File: config.mk
export PLATFORM = sky130hd
export DESIGN_NAME = pipe_hazard_unit
export DESIGN_NICKNAME = d
export VERILOG_FILES = /design/src/rtl/hzu_pkg.sv /design/src/rtl/hzu_operand_match.sv /design/src/rtl/hzu_ctrl.sv /design/src/rtl/hzu_sel_reg.sv /design/src/rtl/pipe_hazard_unit.sv
export SDC_FILE = /design/constraint.sdc
export NUM_CORES = 1
export LEC_CHECK = 0
export ABC_AREA = 1
export BUFFER_PORTS_ARGS = -buffer_cell sky130_fd_sc_hd__buf_2
export CELL_PAD_IN_SITES_DETAIL_PLACEMENT = 1
export CELL_PAD_IN_SITES_GLOBAL_PLACEMENT = 1
export CORE_ASPECT_RATIO = 0.7
export CORE_MARGIN = 2
export CORE_UTILIZATION = 28
export CTS_CLUSTER_SIZE = 12
export DETAILED_ROUTE_END_ITERATION = 7
export PLACE_DENSITY = 0.82
export SLEW_MARGIN = 20
export SYNTH_ARGS = -nofsm -noshare
export SYNTH_HDL_FRONTEND = slang
export SYNTH_HIERARCHICAL = 1
export SYNTH_SLANG_ARGS = --single-unit
File: constraint.sdc
create_clock -name clk -period 1.8 [get_ports clk]
set_input_delay 0.18 -clock clk [delete_from_list [all_inputs] [get_ports clk]]
set_output_delay 0.18 -clock clk [all_outputs]
set_load 0.03 [all_outputs]
File: src/rtl/hzu_pkg.sv
package hzu_pkg;
  localparam int NUM_OPERANDS = 2;

  typedef enum logic [1:0] {
    FWD_NONE  = 2'b00,
    FWD_EXMEM = 2'b01,
    FWD_MEMWB = 2'b10
  } fwd_src_e;
endpackage

File: src/rtl/hzu_operand_match.sv
module hzu_operand_match
  import hzu_pkg::*;
#(
  parameter int AW = 5
) (
  input  logic [AW-1:0] rs,
  input  logic [AW-1:0] ex_rd,
  input  logic          ex_wen,
  input  logic [AW-1:0] mem_rd,
  input  logic          mem_wen,
  output fwd_src_e      next_src,
  output logic          ex_hit
);
  logic rs_live;
  logic mem_hit;

  always_comb begin
    rs_live = (rs != '0);
    ex_hit  = rs_live && ex_wen && (ex_rd == rs);
    mem_hit = rs_live && mem_wen && (mem_rd == rs);
    // the younger producer wins
    if (ex_hit)       next_src = FWD_EXMEM;
    else if (mem_hit) next_src = FWD_MEMWB;
    else              next_src = FWD_NONE;
  end
endmodule

File: src/rtl/hzu_ctrl.sv
module hzu_ctrl #(
  parameter int NSRC = 2
) (
  input  logic [NSRC-1:0] ex_hit,
  input  logic            ex_is_load,
  input  logic            br_taken,
  output logic            hold,
  output logic            clr_ifid,
  output logic            clr_idex,
  output logic            clr_exmem
);
  logic load_use;

  always_comb begin
    load_use  = ex_is_load && (|ex_hit);
    // a redirect makes the waiting instruction irrelevant
    hold      = load_use && !br_taken;
    clr_ifid  = br_taken;
    clr_idex  = br_taken || load_use;
    clr_exmem = br_taken;
  end
endmodule

File: src/rtl/hzu_sel_reg.sv
module hzu_sel_reg
  import hzu_pkg::*;
#(
  parameter int NSRC = 2
) (
  input  logic     clk,
  input  logic     rst,
  input  logic     kill,
  input  fwd_src_e d [NSRC],
  output fwd_src_e q [NSRC]
);
  for (genvar g = 0; g < NSRC; g++) begin : g_sel
    always_ff @(posedge clk) begin
      if (rst || kill) q[g] <= FWD_NONE;
      else             q[g] <= d[g];
    end
  end
endmodule

File: src/rtl/pipe_hazard_unit.sv
module pipe_hazard_unit
  import hzu_pkg::*;
#(
  parameter int REG_AW = 5
) (
  input  logic              clk,
  input  logic              rst,
  input  logic [REG_AW-1:0] id_rs1,
  input  logic [REG_AW-1:0] id_rs2,
  input  logic [REG_AW-1:0] ex_rd,
  input  logic              ex_wen,
  input  logic              ex_is_load,
  input  logic [REG_AW-1:0] mem_rd,
  input  logic              mem_wen,
  input  logic              br_taken_mem,
  output logic [1:0]        fwd_a_sel,
  output logic [1:0]        fwd_b_sel,
  output logic              hold_front,
  output logic              squash_ifid,
  output logic              squash_idex,
  output logic              squash_exmem
);
  localparam int NSRC = NUM_OPERANDS;

  logic [REG_AW-1:0] src_id [NSRC];
  fwd_src_e          nxt_src [NSRC];
  fwd_src_e          cur_src [NSRC];
  logic [NSRC-1:0]   ex_hit;

  assign src_id[0] = id_rs1;
  assign src_id[1] = id_rs2;

  for (genvar g = 0; g < NSRC; g++) begin : g_opnd
    hzu_operand_match #(.AW(REG_AW)) u_match (
      .rs       (src_id[g]),
      .ex_rd    (ex_rd),
      .ex_wen   (ex_wen),
      .mem_rd   (mem_rd),
      .mem_wen  (mem_wen),
      .next_src (nxt_src[g]),
      .ex_hit   (ex_hit[g])
    );
  end

  hzu_ctrl #(.NSRC(NSRC)) u_ctrl (
    .ex_hit     (ex_hit),
    .ex_is_load (ex_is_load),
    .br_taken   (br_taken_mem),
    .hold       (hold_front),
    .clr_ifid   (squash_ifid),
    .clr_idex   (squash_idex),
    .clr_exmem  (squash_exmem)
  );

  // a bubble entering execute carries no forwarding
  hzu_sel_reg #(.NSRC(NSRC)) u_sel (
    .clk  (clk),
    .rst  (rst),
    .kill (squash_idex),
    .d    (nxt_src),
    .q    (cur_src)
  );

  assign fwd_a_sel = cur_src[0];
  assign fwd_b_sel = cur_src[1];
endmodule

==> results of run 1 <==
-- metal layers --
layer / global-route usage [%] / vias up / share of wire (%)
li1: - / 468 / -
met3: 2.05 / 0 / 5.3
met4: 5.11 / 0 / 0
met5: 0 / - / 0
met2: 30.9 / 21 / 50
met1: 22.9 / 395 / 45
-- path summary, 6_finish.rpt --
check	slack, ps	startpoint	cells after the start	end
worst min-delay path	250	rst	4	u_sel/q[1]
worst max-delay path	290	id_rs2[0]	10	squash_idex
-- cell usage in the layout, fill, tap and decap left out --
master / netlist / final
nand2_1: 62 / 62
inv_1: 37 / 37
buf_2: 0 / 33
nor2_1: 26 / 26
inv_2: 4 / 4
nand3_1: 4 / 4
dfxtp_1: 4 / 4
clkbuf_4: 0 / 3
nor2_2: 3 / 3
nor3_2: 1 / 1
o21bai_1: 1 / 1
nand2_2: 1 / 1
-- final cells by class --
| type | count | area (µm²) |
|---|---|---|
| clock buffer | 3 | 22.5 |
| tap | 32 | 40.0 |
| fill | 350 | 1340 |
| inverter | 41 | 154 |
| timing repair buffer | 33 | 165 |
| sequential | 4 | 80.1 |
| multi-input combinational | 98 | 393 |
-- per-stage QoR --
stage	utilization [%]	std cells	power, mW	cell area (µm²)	setup WS [ps]
final	39.0	211	0.347	855	292
after global routing	39.0	211	0.380	855	162
after CTS	39.0	211	0.354	855	275
after detailed placement	38.0	208	0.241	832	300
after global placement	38.0	208	0.233	832	389
after floorplan	-	147	0.177	657	278
-- critical path, stage by stage --
cell and delay, ps:
buf_2 120, inv_2 40, nand2_1 50, nand2_1 50, nor2_1 130, nand2_1 90, nor2_2 180, nor2_2 80
o21bai_1 170, buf_2 230
-- power by group through the flow --
stage / Clock, mW / Combinational [mW] / Sequential (mW)
after floorplan: 0 / 0.0852 / 0.0922
after global placement: 0 / 0.142 / 0.0911
after detailed placement: 0 / 0.150 / 0.0911
after CTS: 0.113 / 0.151 / 0.0897
after global routing: 0.118 / 0.172 / 0.0897
final: 0.108 / 0.150 / 0.0898
-- logic make-up after synthesis --
kind of cell / Yosys count / synth area share (%)
buffers and inverters: 45 / 28.0
flip-flops: 4 / 12.2
AND/OR/NAND/NOR: 97 / 58.7
AO/OA/AOI/OAI: 1 / 1.14
==> flow_summary.json, run 1 <==
{
  "status": "complete, no violations",
  "port_buffers": 33,
  "p_sw_share_pct": 37.0,
  "power_density_nw_per_um2": 407,
  "whs_ps": 253,
  "cp-start-kind": "input pin",
  "hold_violations": 0,
  "top_regs": "u_sel/q (4)",
  "dp_hpwl_um": 1890,
  "final_nets": 207,
  "grt_max_degree": 6,
  "post-cts-setup-buffers": 0,
  "fin_tns_setup_ps": 0,
  "cts_sinks": 4,
  "crit_arrival_ps": 1330,
  "rsz0062_at_grt": "false",
  "min_period_ps": 1510,
  "drtIter0Drc": 47,
  "grt_use_total_pct": 17.8,
  "synth_area_um2": 657,
  "path_max_fanout": 4,
  "grt_first_pass_wirelength_um": 3630,
  "cts.path.max_buffers": 2,
  "end_kind": "output port",
  "ir_drop_mv": 0.114,
  "core_um2": 2190,
  "antenna_found_initial": 0,
  "cts_root_buf": "clkbuf_4",
  "drt_wl_total_um": 2190,
  "tightest_slew_ps": 169,
  "cts_buffers": 3,
  "slew_violations": 0,
  "num_io_pins": 34,
  "die_h_um": 44.5,
  "vias_per_cell": 4.19,
  "path_clk_slew_ps": 30,
  "synth_cell_type_count": 11,
  "setup-violations-final": 0,
  "largest_reg_flops": 4,
  "slew_headroom_pct": 88.7,
  "rows": 14,
  "drc": 0,
  "die-area_um2": 2760,
  "routabilityCongestion": 0.794,
  "drive_above_1_share_pct": 25.1,
  "yosysWarnings": 6,
  "max_flop_register": "u_sel/q",
  "grt.overflow.total": 0,
  "combinationalPowerShare_pct": 43.1,
  "synthTopCellsByCount": "62 x nand2_1, 37 x inv_1, 26 x nor2_1",
  "hold_path_class": "input pin to register",
  "start_util_pct": 30.0,
  "drtAntennaViolNets": 0,
  "synth.most_common_cell": "nand2_1",
  "synth-async-reset-ratio_pct": 0,
  "p_sw_uw": 129,
  "via_count": 884,
  "clkPwrFrac_pct": 31.0,
  "yosys.area.top_type": "nand2_1",
  "power_frac_seq_pct": 25.8,
  "grt_pass1_vias": 883,
  "chipWidth_um": 61.9,
  "power.leakage_nw": 0.621,
  "insertedDiodeCount": 0,
  "maxCapViolCount": 0,
  "seq_area_frac_synth_pct": 12.2,
  "wl_per_cell_um": 10.4,
  "syn_to_final_growth_pct": 30.1,
  "yosysTopAreaCellShare_pct": 35.4,
  "synth-seq-cells": 4,
  "syn_inst": 147,
  "cell_internal_pwr_uw": 219,
  "critPathRequiredTime_ps": 1620,
  "cts_resized": 0,
  "fmax_mhz": 663,
  "synth_flop_cell": "dfxtp_1",
  "synthTopCellsByArea": "nand2_1 35%, inv_1 21%, nor2_1 15%",
  "drt_first_pass_iters": 4,
  "htree_levels": 1,
  "fin_crit_sh_pct": 83.8,
  "cts_hold_buf": 0,
  "crit_type": "input pin to output port",
  "postSynthAreaPerCell_um2": 4.47,
  "synth-edff-count": 0,
  "syn_nets": 173,
  "cts_tree": "built"
}
No activity file was read; power rests on OpenSTA's default activity.
==> run 2: changes to the inputs <==
--- a/config.mk
+++ b/config.mk
@@ -11,10 +11,10 @@
 export CELL_PAD_IN_SITES_GLOBAL_PLACEMENT = 1
 export CORE_ASPECT_RATIO = 0.7
 export CORE_MARGIN = 2
-export CORE_UTILIZATION = 28
+export CORE_UTILIZATION = 23
 export CTS_CLUSTER_SIZE = 12
 export DETAILED_ROUTE_END_ITERATION = 7
-export PLACE_DENSITY = 0.82
+export PLACE_DENSITY = 0.72
 export SLEW_MARGIN = 20
 export SYNTH_ARGS = -nofsm -noshare
 export SYNTH_HDL_FRONTEND = slang
==> constraint.sdc (replaced) <==
create_clock -name clk -period 1.3 [get_ports clk]
set_input_delay 0.13 -clock clk [delete_from_list [all_inputs] [get_ports clk]]
set_output_delay 0.13 -clock clk [all_outputs]
set_load 0.03 [all_outputs]
==> run 2 against run 1 <==
Against the previous run: non-clock buffer count up 4; utilization down 0.85 points; via count up 2.6%; clock power up 140%; hold slack worse by 52 ps; flip-flop and latch count unchanged; sequential share of layout area down 1.8 points.
==> flow_summary.json, run 2 (synthesis gave the netlist of run 1 again) <==
{
  "final_common_cell": "nand2_1",
  "rows": 16,
  "rsz0062_at_grt": "true",
  "drive_above_1_share_pct": 41.0,
  "fin_crit_sh_pct": 95.5,
  "grt_max_degree": 6,
  "crit_type": "input pin to output port",
  "maxCapViolCount": 0,
  "num_io_pins": 34,
  "core_um2": 2760,
  "cts_tree": "built",
  "start_util_pct": 23.8,
  "crit_arrival_ps": 1110,
  "place_area_um2": 856,
  "grt_pass1_vias": 845,
  "slew_headroom_pct": 89.4,
  "drt_first_pass_iters": 4,
  "slew_violations": 0,
  "die-area_um2": 3310,
  "ir_drop_mv": 0.243,
  "cts_sinks": 4,
  "drt_wl_total_um": 2360,
  "whs_ps": 201,
  "grt_use_total_pct": 13.2,
  "largest_reg_flops": 4,
  "cts_buffers": 3,
  "total_power_uw": 654,
  "htree_levels": 1,
  "path_max_fanout": 4,
  "syn_to_final_growth_pct": 60.6,
  "final_nets": 211,
  "fillCellCount": 399,
  "tightest_slew_ps": 161,
  "min_period_ps": 1240,
  "via_count": 907,
  "pre_cts_slack_ps": 27.3,
  "setup_ws_ps": 57.9,
  "placed_cells": 214,
  "grt_first_pass_wirelength_um": 3420,
  "critPathRequiredTime_ps": 1170,
  "antenna_found_initial": 0,
  "cp-start-kind": "input pin",
  "status": "complete, no violations",
  "fin_area_um2": 1050,
  "fmax_mhz": 805,
  "routabilityCongestion": 0.782,
  "top_regs": "u_sel/q (4)",
  "insertedDiodeCount": 0,
  "drc": 0,
  "grt.overflow.total": 0,
  "path_clk_slew_ps": 30,
  "hold_violations": 0,
  "layout_common_cells": "49 x nand2_1, 28 x inv_1, 23 x nor2_1",
  "max_flop_register": "u_sel/q",
  "drtIter0Drc": 17,
  "die_h_um": 48.7,
  "end_kind": "output port",
  "wl_per_cell_um": 10.8,
  "stdcell_count": 219,
  "hold_path_class": "input pin to register",
  "power.leakage_nw": 0.677,
  "vias_per_cell": 4.14,
  "cts.path.max_buffers": 2,
  "setup-violations-final": 0,
  "cts_root_buf": "clkbuf_8",
  "power_density_nw_per_um2": 620,
  "port_buffers": 33,
  "chipWidth_um": 67.9,
  "dp_hpwl_um": 1830,
  "drtAntennaViolNets": 0
}
## run 2: changes by cell type in the layout (fill, tap and decap cells not counted), moves of 2 or more
cell / change
buf_8: +5
clkbuf_4: -3
clkbuf_8: +3
buf_4: +8
nor2_1: -3
nand2_2: +13
inv_4: +2
buf_6: +6
nor2_2: +3
buf_2: -15
inv_2: +7
inv_1: -9
nand2_1: -13
## run 2: area by class of cell
type	instances	area (µm²)	area share, %
clock buffers	3	41.3	3.91
inverters	41	159	15.1
multi-input cells	98	437	41.4
flip-flops and latches	4	80.1	7.59
well taps	36	45.0	4.27
repair buffers	37	293	27.8
## run 2: final timing paths
kind                  startpoint    endpoint  slack, ps  cells past startpoint
worst max-delay path    ex_rd[4]  hold_front         60                     10
worst min-delay path         rst  u_sel/q[0]        200                      4
## run 2: per-stage QoR
step / util, % / TNS, ps
global route: 38.2 / -29.2
CTS: 32.5 / 0
detailed placement: 31.0 / 0
finish: 38.2 / 0
global placement: 31.0 / 0
floorplan: - / 0
## run 2: critical path: stages
cell     delay, ps
buf_8           80
inv_2           30
nand2_2         50
nand2_2         60
nor2_2         110
nand2_1         70
nor2_2         150
nor2_2          70
nor3_2         170
buf_4          180
## run 2: per-layer routing
layer | vias up | track usage (%) | share of wire, %
met2 | 25 | 21.2 | 49
met4 | 0 | 2.00 | 0
met5 | - | 0 | 0
li1 | 475 | - | -
met3 | 0 | 1.40 | 4.4
met1 | 407 | 19.1 | 47
## run 2: what timing repair did
item                                   CTS  global route
resized for setup                        0            59
setup endpoints to repair                0             2
setup buffers                            0             2
endpoints found under the hold margin    0             0
hold buffers                             0             0
## run 2: power by group
| group | switching [mW] | internal [mW] | leakage, nW | total, mW |
|---|---|---|---|---|
| sequential | 0.000127 | 0.124 | 0.0322 | 0.124 |
| combinational | 0.149 | 0.119 | 0.623 | 0.268 |
| clock | 0.0638 | 0.197 | 0.0216 | 0.261 |
| total | 0.213 | 0.441 | 0.677 | 0.654 |
==> run 3: changes to the inputs <==
--- a/config.mk
+++ b/config.mk
@@ -7,14 +7,11 @@
 export LEC_CHECK = 0
 export ABC_AREA = 1
 export BUFFER_PORTS_ARGS = -buffer_cell sky130_fd_sc_hd__buf_2
-export CELL_PAD_IN_SITES_DETAIL_PLACEMENT = 1
-export CELL_PAD_IN_SITES_GLOBAL_PLACEMENT = 1
-export CORE_ASPECT_RATIO = 0.7
 export CORE_MARGIN = 2
-export CORE_UTILIZATION = 23
+export CORE_UTILIZATION = 40
 export CTS_CLUSTER_SIZE = 12
 export DETAILED_ROUTE_END_ITERATION = 7
-export PLACE_DENSITY = 0.72
+export PLACE_DENSITY = 0.74
 export SLEW_MARGIN = 20
 export SYNTH_ARGS = -nofsm -noshare
 export SYNTH_HDL_FRONTEND = slang
==> run 3 against run 2 <==
Against the previous run: non-clock buffer count decreased by 3; combinational power decreased by 21%; wire length fell by 36%; first-iteration DRC count did not move; clock power shrank 45%; hold slack got worse by 19 ps; power down 27%; flip-flop and latch count unchanged; global-route usage up 3.4 points; sequential power hardly changed; via count shrank 5.4%; critical path depth stayed put; largest cell class unchanged.
==> flow_summary.json, run 3 (synthesis gave the netlist of run 1 again) <==
{
  "crit_family": "simple AND/OR/NAND/NOR gates",
  "drt_wl_total_um": 1510,
  "cts_sinks": 4,
  "critPathMaxStageDelay_ps": 170,
  "vias_per_cell": 4.38,
  "setup_ws_ps": 62.0,
  "total_power_uw": 480,
  "final_common_cell": "nand2_1",
  "slowest_stage": "o21bai_2",
  "hold_path_class": "input pin to register",
  "grt_max_degree": 6,
  "grt.overflow.total": 0,
  "tightest_slew_ps": 142,
  "whs_ps": 181,
  "drt_first_pass_iters": 4,
  "antenna_found_initial": 0,
  "max_flop_register": "u_sel/q",
  "num_io_pins": 34,
  "crit_type": "input pin to output port",
  "final_nets": 208,
  "layout_common_cells": "60 x nand2_1, 35 x inv_1, 27 x buf_2",
  "core_um2": 1520,
  "port_buffers": 33,
  "placed_cells": 193,
  "grt_use_total_pct": 16.6,
  "fin_crit_sh_pct": 95.2,
  "drc": 0,
  "power_density_nw_per_um2": 545,
  "ir_drop_mv": 0.226,
  "post-cts-setup-buffers": 0,
  "grt_first_pass_wirelength_um": 2480,
  "path_max_fanout": 4,
  "min_period_ps": 1240,
  "pre_cts_slack_ps": 33.7,
  "grt_pass1_vias": 697,
  "slew_violations": 0,
  "power.leakage_nw": 0.634,
  "routabilityCongestion": 0.786,
  "slew_headroom_pct": 90.5,
  "drtAntennaViolNets": 0,
  "top_regs": "u_sel/q (4)",
  "path_cells": "buf_2, inv_1, nand2_1, nand2_1, nor2_2, nand2_1, nor2_2, nor2_2, o21bai_2, buf_6",
  "stdcell_count": 196,
  "chipWidth_um": 44.5,
  "insertedDiodeCount": 0,
  "fmax_mhz": 808,
  "drive_above_1_share_pct": 28.9,
  "via_count": 858,
  "fin_tns_setup_ps": 0,
  "die_h_um": 44.5,
  "rows": 14,
  "min_path_cells": 4,
  "die-area_um2": 1980,
  "setup-violations-final": 0,
  "end_kind": "output port",
  "drtIter0Drc": 17,
  "hold_end": "u_sel/q[2]",
  "cts_tree": "built",
  "cp-start-kind": "input pin",
  "critPathRequiredTime_ps": 1170,
  "cts_root_buf": "clkbuf_4",
  "start_util_pct": 43.1,
  "htree_levels": 1,
  "crit_arrival_ps": 1110,
  "hold_path.startpoint": "rst",
  "path_clk_slew_ps": 30,
  "crit_buf_inv": 3,
  "hold_violations": 0,
  "dp_hpwl_um": 1320,
  "fillCellCount": 166,
  "cts_buffers": 3,
  "cts.path.max_buffers": 2,
  "largest_reg_flops": 4,
  "wl_per_cell_um": 7.69,
  "syn_to_final_growth_pct": 34.1,
  "status": "complete, no violations",
  "maxCapViolCount": 0
}
[run 3: cell types whose count changed in the layout (fill, tap and decap cells not counted), sizes merged]
cell and delta:
buf -3
[run 3: what timing repair did]
action,in CTS,in global routing
gates resized for setup,0,16
endpoints found under the setup margin,0,2
hold buffers,0,0
[run 3: where the power goes]
part,switching [mW],total [mW],internal (mW),leakage [nW]
sequential,0.000108,0.124,0.124,0.0322
combinational,0.125,0.211,0.0862,0.588
clock,0.0413,0.144,0.103,0.0138
[run 3: worst max-delay path by stage]
stage | start | to | slack (ps) | depth (start not counted)
2_1_floorplan | id_rs2[3] | u_sel/q[0] | 50 | 11
3_3_place_gp | ex_rd[3] | squash_idex | 60 | 10
3_5_place_dp | id_rs2[4] | squash_idex | 30 | 10
4_1_cts | id_rs2[4] | squash_idex | 30 | 10
5_1_grt | id_rs2[3] | squash_idex | -10 | 10
6_report | ex_rd[3] | squash_idex | 60 | 10
[run 3: final cells by class]
class | count | area, µm² | area share (%)
clock buffers | 3 | 22.5 | 2.56
inverters | 41 | 154 | 17.5
multi-input cells | 98 | 409 | 46.4
flip-flops and latches | 4 | 80.1 | 9.09
well taps | 16 | 20.0 | 2.27
repair buffers | 34 | 195 | 22.2
[run 3: through the flow]
step | utilization, % | cell area, µm²
after floorplan | - | 661
after global placement | 54.0 | 823
after detailed placement | 54.0 | 823
final | 57.8 | 881
after global routing | 57.8 | 881
after CTS | 55.5 | 846
[run 3: routing by layer]
metal	routed length, µm	part of all wire [%]	global-route usage [%]	up-vias
met3	96	6.4	3.67	0
met2	753	50	30.7	28
met1	657	44	19.0	357
li1	-	-	-	473
met5	0	0	0	-
met4	0	0	3.64	0
[run 3: tightest hold or removal path: cells and delay by family]
family        cells  cell delay [ps]
buf+inv           2              100
simple gates      2              120
